File: src/rtl/qthr_pkg.sv
package qthr_pkg;
  typedef enum logic [1:0] {ST_IDLE, ST_SUM, ST_LOAD} qthr_state_t;

  typedef struct packed {
    logic takeGrant;
    logic capturePool;
    logic loadRealloc;
    logic loadBase;
  } qthr_strobe_t;
endpackage

File: src/rtl/qthr_ctl.sv
module qthr_ctl
  import qthr_pkg::*;
(
  input  logic         clk,
  input  logic         rstN,
  input  logic         reqValid,
  input  logic         typeOk,
  input  logic         orbitEnd,
  input  logic         quotaReset,
  output qthr_strobe_t strobe,
  output logic         grant,
  output logic         blocked,
  output logic         busy
);
  qthr_state_t state;
  logic inhibit;

  always_ff @(posedge clk) begin
    if (!rstN || quotaReset) begin
      state <= ST_IDLE;
    end else begin
      case (state)
        ST_IDLE: if (orbitEnd) state <= ST_SUM;
        ST_SUM:  state <= ST_LOAD;
        default: state <= ST_IDLE;
      endcase
    end
  end

  always_comb begin
    busy    = (state != ST_IDLE);
    inhibit = busy || orbitEnd || quotaReset;
    grant   = reqValid && !inhibit && typeOk;
    blocked = reqValid && !grant;
    strobe.takeGrant   = grant;
    strobe.capturePool = (state == ST_SUM) && !quotaReset;
    strobe.loadRealloc = (state == ST_LOAD) && !quotaReset;
    strobe.loadBase    = quotaReset;
  end
endmodule

File: src/rtl/qthr_dp.sv
module qthr_dp
  import qthr_pkg::*;
#(
  parameter int NT = 4,
  parameter int QW = 16,
  parameter int LW = 12,
  parameter int PW = 8,
  localparam int TW = $clog2(NT)
) (
  input  logic           clk,
  input  logic           rstN,
  input  qthr_strobe_t   strobe,
  input  logic [TW-1:0]  reqType,
  input  logic [LW-1:0]  reqLen,
  input  logic           secTick,
  input  logic [NT*QW-1:0] baseFlat,
  input  logic [NT*QW-1:0] limFlat,
  input  logic [NT*PW-1:0] pctFlat,
  output logic           typeOk,
  output logic [NT*QW-1:0] orbitQFlat,
  output logic [NT*QW-1:0] secQFlat
);
  localparam int POOLW = QW + TW;
  localparam int TOTW  = POOLW + 1;
  localparam int MULW  = POOLW + PW;

  logic [QW-1:0]    orbitQ   [NT];
  logic [QW-1:0]    secQ     [NT];
  logic [QW-1:0]    secAvail [NT];
  logic [POOLW-1:0] poolSum, pool;

  function automatic logic [QW-1:0] takeBytes(input logic [QW-1:0] have,
                                              input logic [LW-1:0] len);
    logic [QW-1:0] lenX;
    lenX = QW'(len);
    return (have > lenX) ? have - lenX : '0;
  endfunction

  always_comb begin
    poolSum = '0;
    for (int i = 0; i < NT; i++) poolSum += POOLW'(orbitQ[i]);
  end

  always_ff @(posedge clk) begin
    if (!rstN) pool <= '0;
    else if (strobe.capturePool) pool <= poolSum;
  end

  assign typeOk = (orbitQ[reqType] != '0) && (secAvail[reqType] != '0);

  for (genvar i = 0; i < NT; i++) begin : g_type
    logic [QW-1:0]   baseI, limI, reallocI;
    logic [PW-1:0]   pctI;
    logic [MULW-1:0] prod;
    logic [TOTW-1:0] total;
    logic            hit;

    assign baseI = baseFlat[i*QW +: QW];
    assign limI  = limFlat[i*QW +: QW];
    assign pctI  = pctFlat[i*PW +: PW];
    assign secAvail[i] = secTick ? limI : secQ[i];
    assign prod  = MULW'(pool) * MULW'(pctI);
    assign total = TOTW'(baseI) + TOTW'(prod >> PW);
    assign reallocI = (total > TOTW'({QW{1'b1}})) ? '1 : total[QW-1:0];
    assign hit = strobe.takeGrant && (reqType == TW'(i));

    always_ff @(posedge clk) begin
      if (!rstN || strobe.loadBase) begin
        orbitQ[i] <= baseI;
        secQ[i]   <= limI;
      end else begin
        if (strobe.loadRealloc) orbitQ[i] <= reallocI;
        else if (hit)           orbitQ[i] <= takeBytes(orbitQ[i], reqLen);
        secQ[i] <= hit ? takeBytes(secAvail[i], reqLen) : secAvail[i];
      end
    end

    assign orbitQFlat[i*QW +: QW] = orbitQ[i];
    assign secQFlat[i*QW +: QW]   = secQ[i];
  end
endmodule

File: src/rtl/quota_throttle.sv
module quota_throttle
  import qthr_pkg::*;
#(
  parameter int NT = 4,
  parameter int QW = 16,
  parameter int LW = 12,
  parameter int PW = 8,
  localparam int TW = $clog2(NT)
) (
  input  logic             clk,
  input  logic             rstN,
  input  logic             reqValid,
  input  logic [TW-1:0]    reqType,
  input  logic [LW-1:0]    reqLen,
  input  logic             secTick,
  input  logic             orbitEnd,
  input  logic             quotaReset,
  input  logic [NT*QW-1:0] baseAlloc,
  input  logic [NT*QW-1:0] secLimit,
  input  logic [NT*PW-1:0] sharePct,
  output logic             grant,
  output logic             blocked,
  output logic             busy
);
  qthr_strobe_t    strobe;
  logic            typeOk;
  logic [NT*QW-1:0] orbitQFlat, secQFlat;

  qthr_ctl ctl_i (
    .clk, .rstN, .reqValid, .typeOk, .orbitEnd, .quotaReset,
    .strobe, .grant, .blocked, .busy
  );

  qthr_dp #(.NT(NT), .QW(QW), .LW(LW), .PW(PW)) dp_i (
    .clk, .rstN, .strobe, .reqType, .reqLen, .secTick,
    .baseFlat(baseAlloc), .limFlat(secLimit), .pctFlat(sharePct),
    .typeOk, .orbitQFlat, .secQFlat
  );
endmodule

File: config.mk
export PLATFORM = sky130hd
export DESIGN_NAME = quota_throttle
export DESIGN_NICKNAME = d
export VERILOG_FILES = /design/src/rtl/qthr_pkg.sv /design/src/rtl/qthr_ctl.sv /design/src/rtl/qthr_dp.sv /design/src/rtl/quota_throttle.sv
export SDC_FILE = /design/constraint.sdc
export NUM_CORES = 2
export LEC_CHECK = 0
export BUFFER_PORTS_ARGS = -buffer_cell sky130_fd_sc_hd__buf_2
export CAP_MARGIN = 5
export CORE_MARGIN = 3
export CORE_UTILIZATION = 50
export DETAILED_ROUTE_END_ITERATION = 10
export GPL_ROUTABILITY_DRIVEN = 0
export PLACE_DENSITY = 0.69
export RECOVER_POWER = 50
export SYNTH_ARGS = -nofsm -noshare
export SYNTH_HDL_FRONTEND = slang
export SYNTH_SLANG_ARGS = --single-unit
File: constraint.sdc
create_clock -name clk -period 22.1 [get_ports clk]
set_clock_uncertainty 0.2 [all_clocks]
set_input_delay 4.42 -clock clk [delete_from_list [all_inputs] [get_ports clk]]
set_output_delay 4.42 -clock clk [all_outputs]
set_load 0.01 [all_outputs]
# == Yosys cells after proc, flatten, opt, wreduce, memory -nomap -nowiden ==
# Memories as Yosys holds them, arrays and structs flattened.
# Cells that the tools add are included.
# op_classes
n_bitwise,13
n_reduce_logical,22
order_cmp,13
muxes,59
eq_ne,6
n_mul,4
n_addsub,15
# ops
op,n
2-to-1 mux 16 bit,34
> comparator 16 x 12 -> 1 bit,8
subtractor 16 x 12 -> 16 bit,8
multiplier 18 x 8 -> 26 bit,4
adder 16 x 18 -> 19 bit,4
> comparator 19 x 16 -> 1 bit (second input constant),4
adder 18 x 16 -> 18 bit,2
binary-select mux 16 bit (select 2 bit),1
nonzero test 16 bit,2
2-to-1 mux 1 bit,22
adder 16 x 16 -> 17 bit,1
OR 1 bit,12
logical AND 1 bit,10
equality test 2 bit (second input constant),3
equality test 2 x 1 -> 1 bit (second input constant),2
logical NOT 1 bit,4
logical NOT 2 bit,2
case mux 2 bit (2 select lines),1
>= comparator 3 bit (second input constant),1
logical OR 1 bit,3
NOT 2 -> 3 bit,1
2-to-1 mux 2 bit,1
!= test 2 bit (second input constant),1
nonzero test 2 bit,1
# totals
out_inout_bits,3
reg_bits,20
mem_bits_rw,128
n_memories,2
word_cells,136
# memory_table
memory,words,word_bits,rd,rd_clocked_by_memory_dff,wr,line_no,source
dp_i.orbitQ,4,16,5,0,4,qthr_dp.sv:27,logic [QW-1:0] orbitQ [NT];
dp_i.secQ,4,16,4,0,4,qthr_dp.sv:28,logic [QW-1:0] secQ [NT];

# == Depth between registers and ports, before layout ==
# An unclocked memory read counts as a cell.
# logic_depth
ltp_word,14
depth_mapped,33

# == By module ==
# From an unflattened synthesis, not the netlist that was laid out.
# hier_totals
hier_cells,3977
area_unflattened_um2,33762.4
# by_module_without_submodules
module,n_inst,seq_area_each_um2,area_per_inst_um2,cells_each
qthr_dp,1,3563.4,33634.8,3963
qthr_ctl,1,40.0,127.6,14

# == Worst setup path before layout ==
# No wires, ideal clock.
# synth_path
kind,input -> register
startpoint,input sharePct[10]
endpoint,"memory dp_i.orbitQ[1][10], data pin"
path_buffers,2
setup_ns,0.257
required_time_ns,21.643
t_arrival_ns,10.515
cell_stages,29
setup_slack_ns,11.128
cell_sequence,clkbuf_1 > and2_1 > fa_1 > fa_1 > fa_1 > inv_1 > fa_1 > inv_1 > ha_1 > a211o_1 > nor3_1 > a21bo_2 > and3_1 > a21oi_1 > nor2b_1 > nor2_1 > nor2b_1 > nor2_1 > xnor2_1 > ha_1 > a31o_2 > a41o_1 > o211a_1 > nor2_1 > nor4bb_1 > o211ai_1 > buf_2 > o221ai_1 > nand2_1
# synth_lines
item,line_no,source
"start, declared",quota_throttle.sv:20,"input logic [NT*PW-1:0] sharePct,"
"end, declared",qthr_dp.sv:27,

# == Worst setup path in the final report ==
# layout_path
startpoint,input secTick
endpoint,output blocked
# layout_via
elab_chain_len,9
# layout_lines
item,line_no,source
"start, declared",quota_throttle.sv:15,"input logic secTick,"
2-to-1 mux 16 bit,qthr_dp.sv:61,assign secAvail[i] = secTick ? limI : secQ[i];
binary-select mux 16 bit (select 2 bit) *,qthr_dp.sv:49,assign typeOk = (orbitQ[reqType] != '0) && (secAvail[reqType] != '0);
2-to-1 mux 16 bit (implied by the code) * (2 in a row),qthr_dp.sv:49,
nonzero test 16 bit *,qthr_dp.sv:49,
logical AND 1 bit *,qthr_dp.sv:49,
logical AND 1 bit *,qthr_ctl.sv:33,grant = reqValid && !inhibit && typeOk;
logical NOT 1 bit *,qthr_ctl.sv:34,blocked = reqValid && !grant;
logical AND 1 bit *,qthr_ctl.sv:34,
"end, declared",quota_throttle.sv:22,"output logic blocked,"
# Mark *: on every way between the ends. The rest lies on a longest branch, timed or not. The select of a mux whose other input is x is not followed.

==> summary.md <==
| Metric | Value |
|---|---|
| Status | `complete, but fails checks` |
| Violated checks | `capacitance limit, slew limit` |
| CTS HTree Levels | `4` |
| Required @ worst endpoint | `17,480 ps` |
| Comb pwr share | `72.3%` |
| Worst path cell trace | `clkbuf_1 -> clkbuf_1 -> inv_1 -> nand3_1 -> a2111oi_0 -> a211o_1 -> nor2_1 -> nand2_2 -> and2_1 -> buf_2` |
| Routed length on met2 | `46.2 mm` |
| R2r setup slk | `13,830 ps` |
| Fraction of layout cells with a size suffix above 1 | `7.68%` |
| Die area | `0.0712 mm^2` |
| Top routing layer used | `met4` |
| Max-slew headroom | `-168%` |
| Initial antenna violation count | `3` |
| Worst setup path class | `input pin to output port` |
| Residual DRC | `0` |
| Net Count, Synth | `5,022` |
| Post-CTS Hold Buffers | `0` |
| CTS tree | `yes` |
| Clk sinks | `148` |
| WL final | `96.1 mm` |
| Post-CTS Setup Inserts | `0` |
| Crit path time final | `15,460 ps` |
| Cts repair resizes | `0` |
| Nets | `5,101` |
| CP Depth | `10` |
| Worst r2r dst | `dp_i.orbitQ[0][13]$_DFFE_PP_` |
| Num CTS Buffers | `17` |
| Clock Latency Late Sink | `470 ps` |
| Critical R2R Launch | `dp_i.pool[6]$_SDFFE_PN0P_` |
| Max-slew violations | `115` |
| Buf/Inv on CP | `4` |
| First-pass GRT wire length | `153 mm` |
| Setup total negative slack | `0 ps` |
| Leak | `18.4 nW` |
| Switching power | `1.18 mW` |
| Hold Startpoint | `dp_i.pool[15]$_SDFFE_PN0P_` |
| Main synth FF type | `dfxtp_1` |
| RSZ-0062 raised after global routing | `no` |
| Final setup viols | `0` |
| Startpoint types | `input pin` |
| Worst setup EP type | `output port` |
| # port buffers | `182` |
| Worst Setup SP | `secTick` |
| Netlist area before placement | `0.0340 mm^2` |
| Mapped Cells | `4,064` |
| Die Wd | `267 um` |
| Via/cell ratio | `5.81` |
| Synth Warn # | `0` |
| Worst Reg-to-Reg Cells | `24` |
| Syn Area/Cell | `8.37 um^2` |
| Final instance area | `0.0362 mm^2` |
| GRT Resource Usage Total | `26.9%` |
| Die height | `267 um` |
| CTS root buf | `clkbuf_16` |
| CP max FO | `78` |
| P_int | `1.20 mW` |
| Max Buffers Root-to-Sink | `2` |
| Via count | `29.2k` |
| Clock Pin Slew Worst Setup and Hold Paths | `60 ps` |
| Crit-path max cell delay | `2880 ps` |
| Area delta synth->final | `6.41%` |
| Hold/Removal Path Class | `flip-flop to flip-flop` |
| Number of global-route vias before repair | `28.6k` |
| Pwr dens | `65.7 mW/mm^2` |
| Final period utilization | `69.9%` |
| Design Power | `2.38 mW` |
| Final Hold Fails | `0` |
| Pin count of the biggest net entering global routing | `95` |
| Arrival time worst endpoint | `10,840 ps` |
| CP max stage cell | `clkbuf_1` |
| Met3 wire length | `5.63 mm` |
| Initial core utilization | `50.6%` |
| Sequential element share of the synthesized area | `10.6%` |
| Initial DRC Count | `1,991` |
| Total grt overflow | `0` |
| Placed cell area | `0.0357 mm^2` |
| Switching share of power | `49.5%` |
| Fmax | `0.0647 GHz` |
| M1 WL | `42.3 mm` |
| Core area | `0.0673 mm^2` |
| EDFF count, synth | `64` |
| Crit path capture | `blocked` |
| Clock Power Share | `12.5%` |
| Drt pass-1 iters | `5` |
| Seq pwr share | `15.2%` |
| Avg WL per Cell | `19.1 um` |
| CP top delay family | `buffers and inverters` |
| Final core occ | `53.8%` |
| IO Count | `183` |
| Most frequent CP cell | `clkbuf_1` |
| Worst-Margin Slew | `4020 ps` |
| Number of max-cap violations | `2` |
| Synth cell types | `89` |
| Final antenna-violating net count | `0` |
| Hpwl dp | `75.5 mm` |
| IR drop worst, VDD | `0.0506 mV` |
| FP Rows | `95` |
| Ys async rst share | `0%` |
| FF+latch count, synth | `148` |
==> worst min-delay path by stage <==
stage	end	cells after the start
global route	dp_i.pool[15]$_SDFFE_PN0P_	2
global placement	dp_i.pool[15]$_SDFFE_PN0P_	2
CTS	dp_i.pool[15]$_SDFFE_PN0P_	2
floorplan	dp_i.pool[7]$_SDFFE_PN0P_	2
finish	dp_i.pool[15]$_SDFFE_PN0P_	2
detailed placement	dp_i.pool[15]$_SDFFE_PN0P_	2
==> layer usage <==
metal / up-vias / GRT usage (%)
met5: - / 0
met4: 0 / 6.02
met3: 135 / 2.81
met2: 843 / 45.7
met1: 14400 / 37.2
li1: 13800 / -
==> through the flow <==
| stage | setup slack, ps | hold slack, ps | std cells |
|---|---|---|---|
| 3_5_place_dp | 9970 | 288 | 4996 |
| 3_3_place_gp | 10070 | 263 | 4996 |
| 4_1_cts | 9980 | 297 | 5028 |
| 2_1_floorplan | 11130 | 270 | 4064 |
| 5_1_grt | 6230 | 310 | 5029 |
| 6_report | 6640 | 290 | 5030 |
==> power by group through the flow <==
stage	Sequential (mW)	Combinational, mW	Clock, mW
6_report	0.362	1.72	0.297
5_1_grt	0.365	1.93	0.311
4_1_cts	0.361	1.71	0.299
3_5_place_dp	0.366	1.70	0
3_3_place_gp	0.366	1.68	0
2_1_floorplan	0.345	1.30	0
==> cell usage after synthesis (7+ instances only) <==
| master | n | area [um^2] |
|---|---|---|
| nand3_1 | 62 | 310 |
| and2_1 | 439 | 2750 |
| xnor2_1 | 148 | 1300 |
| a21oi_1 | 209 | 1050 |
| nor4_1 | 44 | 275 |
| buf_2 | 12 | 60.1 |
| mux2_2 | 42 | 473 |
| o31ai_1 | 25 | 188 |
| dfxtp_1 | 84 | 1680 |
| o21a_1 | 43 | 323 |
| nor3_1 | 105 | 526 |
| or3_1 | 27 | 169 |
| a211oi_1 | 18 | 135 |
| or2_2 | 9 | 56.3 |
| clkbuf_1 | 128 | 480 |
| a31oi_1 | 39 | 244 |
| fa_1 | 410 | 8210 |
| a221oi_1 | 15 | 131 |
| nand2_1 | 332 | 1250 |
| a21o_1 | 84 | 631 |
| nor2_1 | 235 | 882 |
| a22oi_1 | 10 | 75.1 |
| nor3b_1 | 16 | 120 |
| nor2b_1 | 46 | 288 |
| nand4_1 | 30 | 188 |
| mux2i_1 | 27 | 270 |
| xor2_1 | 77 | 674 |
| and3_1 | 27 | 169 |
| nand2b_1 | 21 | 131 |
| edfxtp_1 | 64 | 1920 |
| o211ai_1 | 26 | 195 |
| o221ai_1 | 18 | 158 |
| o21ai_0 | 140 | 701 |
| o21bai_1 | 26 | 195 |
| nand3b_1 | 7 | 52.6 |
| a211o_1 | 9 | 78.8 |
| ha_1 | 368 | 4600 |
| inv_1 | 508 | 1910 |
| o21ai_1 | 9 | 45.0 |
==> cell usage in the layout (no fill, tap or decap), types with 9 or more instances in the layout <==
cell,count
o21ai_0,142
dfxtp_1,84
xnor2_1,148
fa_1,410
ha_1,368
nor4_1,44
nor2b_1,46
and3_1,27
nand2_1,332
nor2_1,233
nand3_1,62
o211ai_1,26
a211o_1,9
or2_2,9
nor3b_1,17
clkbuf_16,17
a31oi_1,39
a211oi_1,18
buf_4,27
nand2b_1,20
o21bai_1,26
xor2_1,77
buf_2,179
nand4_1,30
a22oi_1,10
edfxtp_1,64
mux2_2,41
nor3_1,105
o21a_1,43
o221ai_1,18
or3_1,27
a21o_1,84
o31ai_1,25
a221oi_1,15
mux2i_1,27
and2_1,438
a21oi_1,209
inv_1,508
==> registers in the layout (all words and copies together), names as in the netlist <==
signal       cells
dp_i.orbitQ     64
dp_i.secQ       64
dp_i.pool       18
ctl_i.state      2
==> worst reg2reg max path, delay by kind of cell, from the launching register on <==
family                     cells  cell delay (ps)
DFF                            1              760
AOI/OAI and AO/OA             10             2310
adders and majority gates      6             2520
and+or+nand+nor                6             1680
buffers and inverters          1              370
muxes                          1              110
==> cells by family after synthesis <==
| logic type | count (synthesis) | share of synthesized area (%) |
|---|---|---|
| AOI/OAI and AO/OA | 748 | 14.3 |
| xor gates and xnor gates | 225 | 5.79 |
| adders and majority gates | 778 | 37.6 |
| buffers and inverters | 661 | 7.44 |
| DFF | 148 | 10.6 |
| muxes | 71 | 2.27 |
| and+or+nand+nor | 1433 | 21.9 |
==> final cells by class <==
| cell class | count | area [um^2] |
|---|---|---|
| antenna | 1 | 2.50 |
| clock buffer | 19 | 453 |
| clock inverter | 13 | 128 |
| fill | 6436 | 31100 |
| inverter | 509 | 1910 |
| multi-input combinational | 3255 | 27900 |
| sequential | 148 | 3600 |
| tap | 873 | 1090 |
| timing repair buffer | 212 | 1120 |
Power figures use the tool's default switching activity.
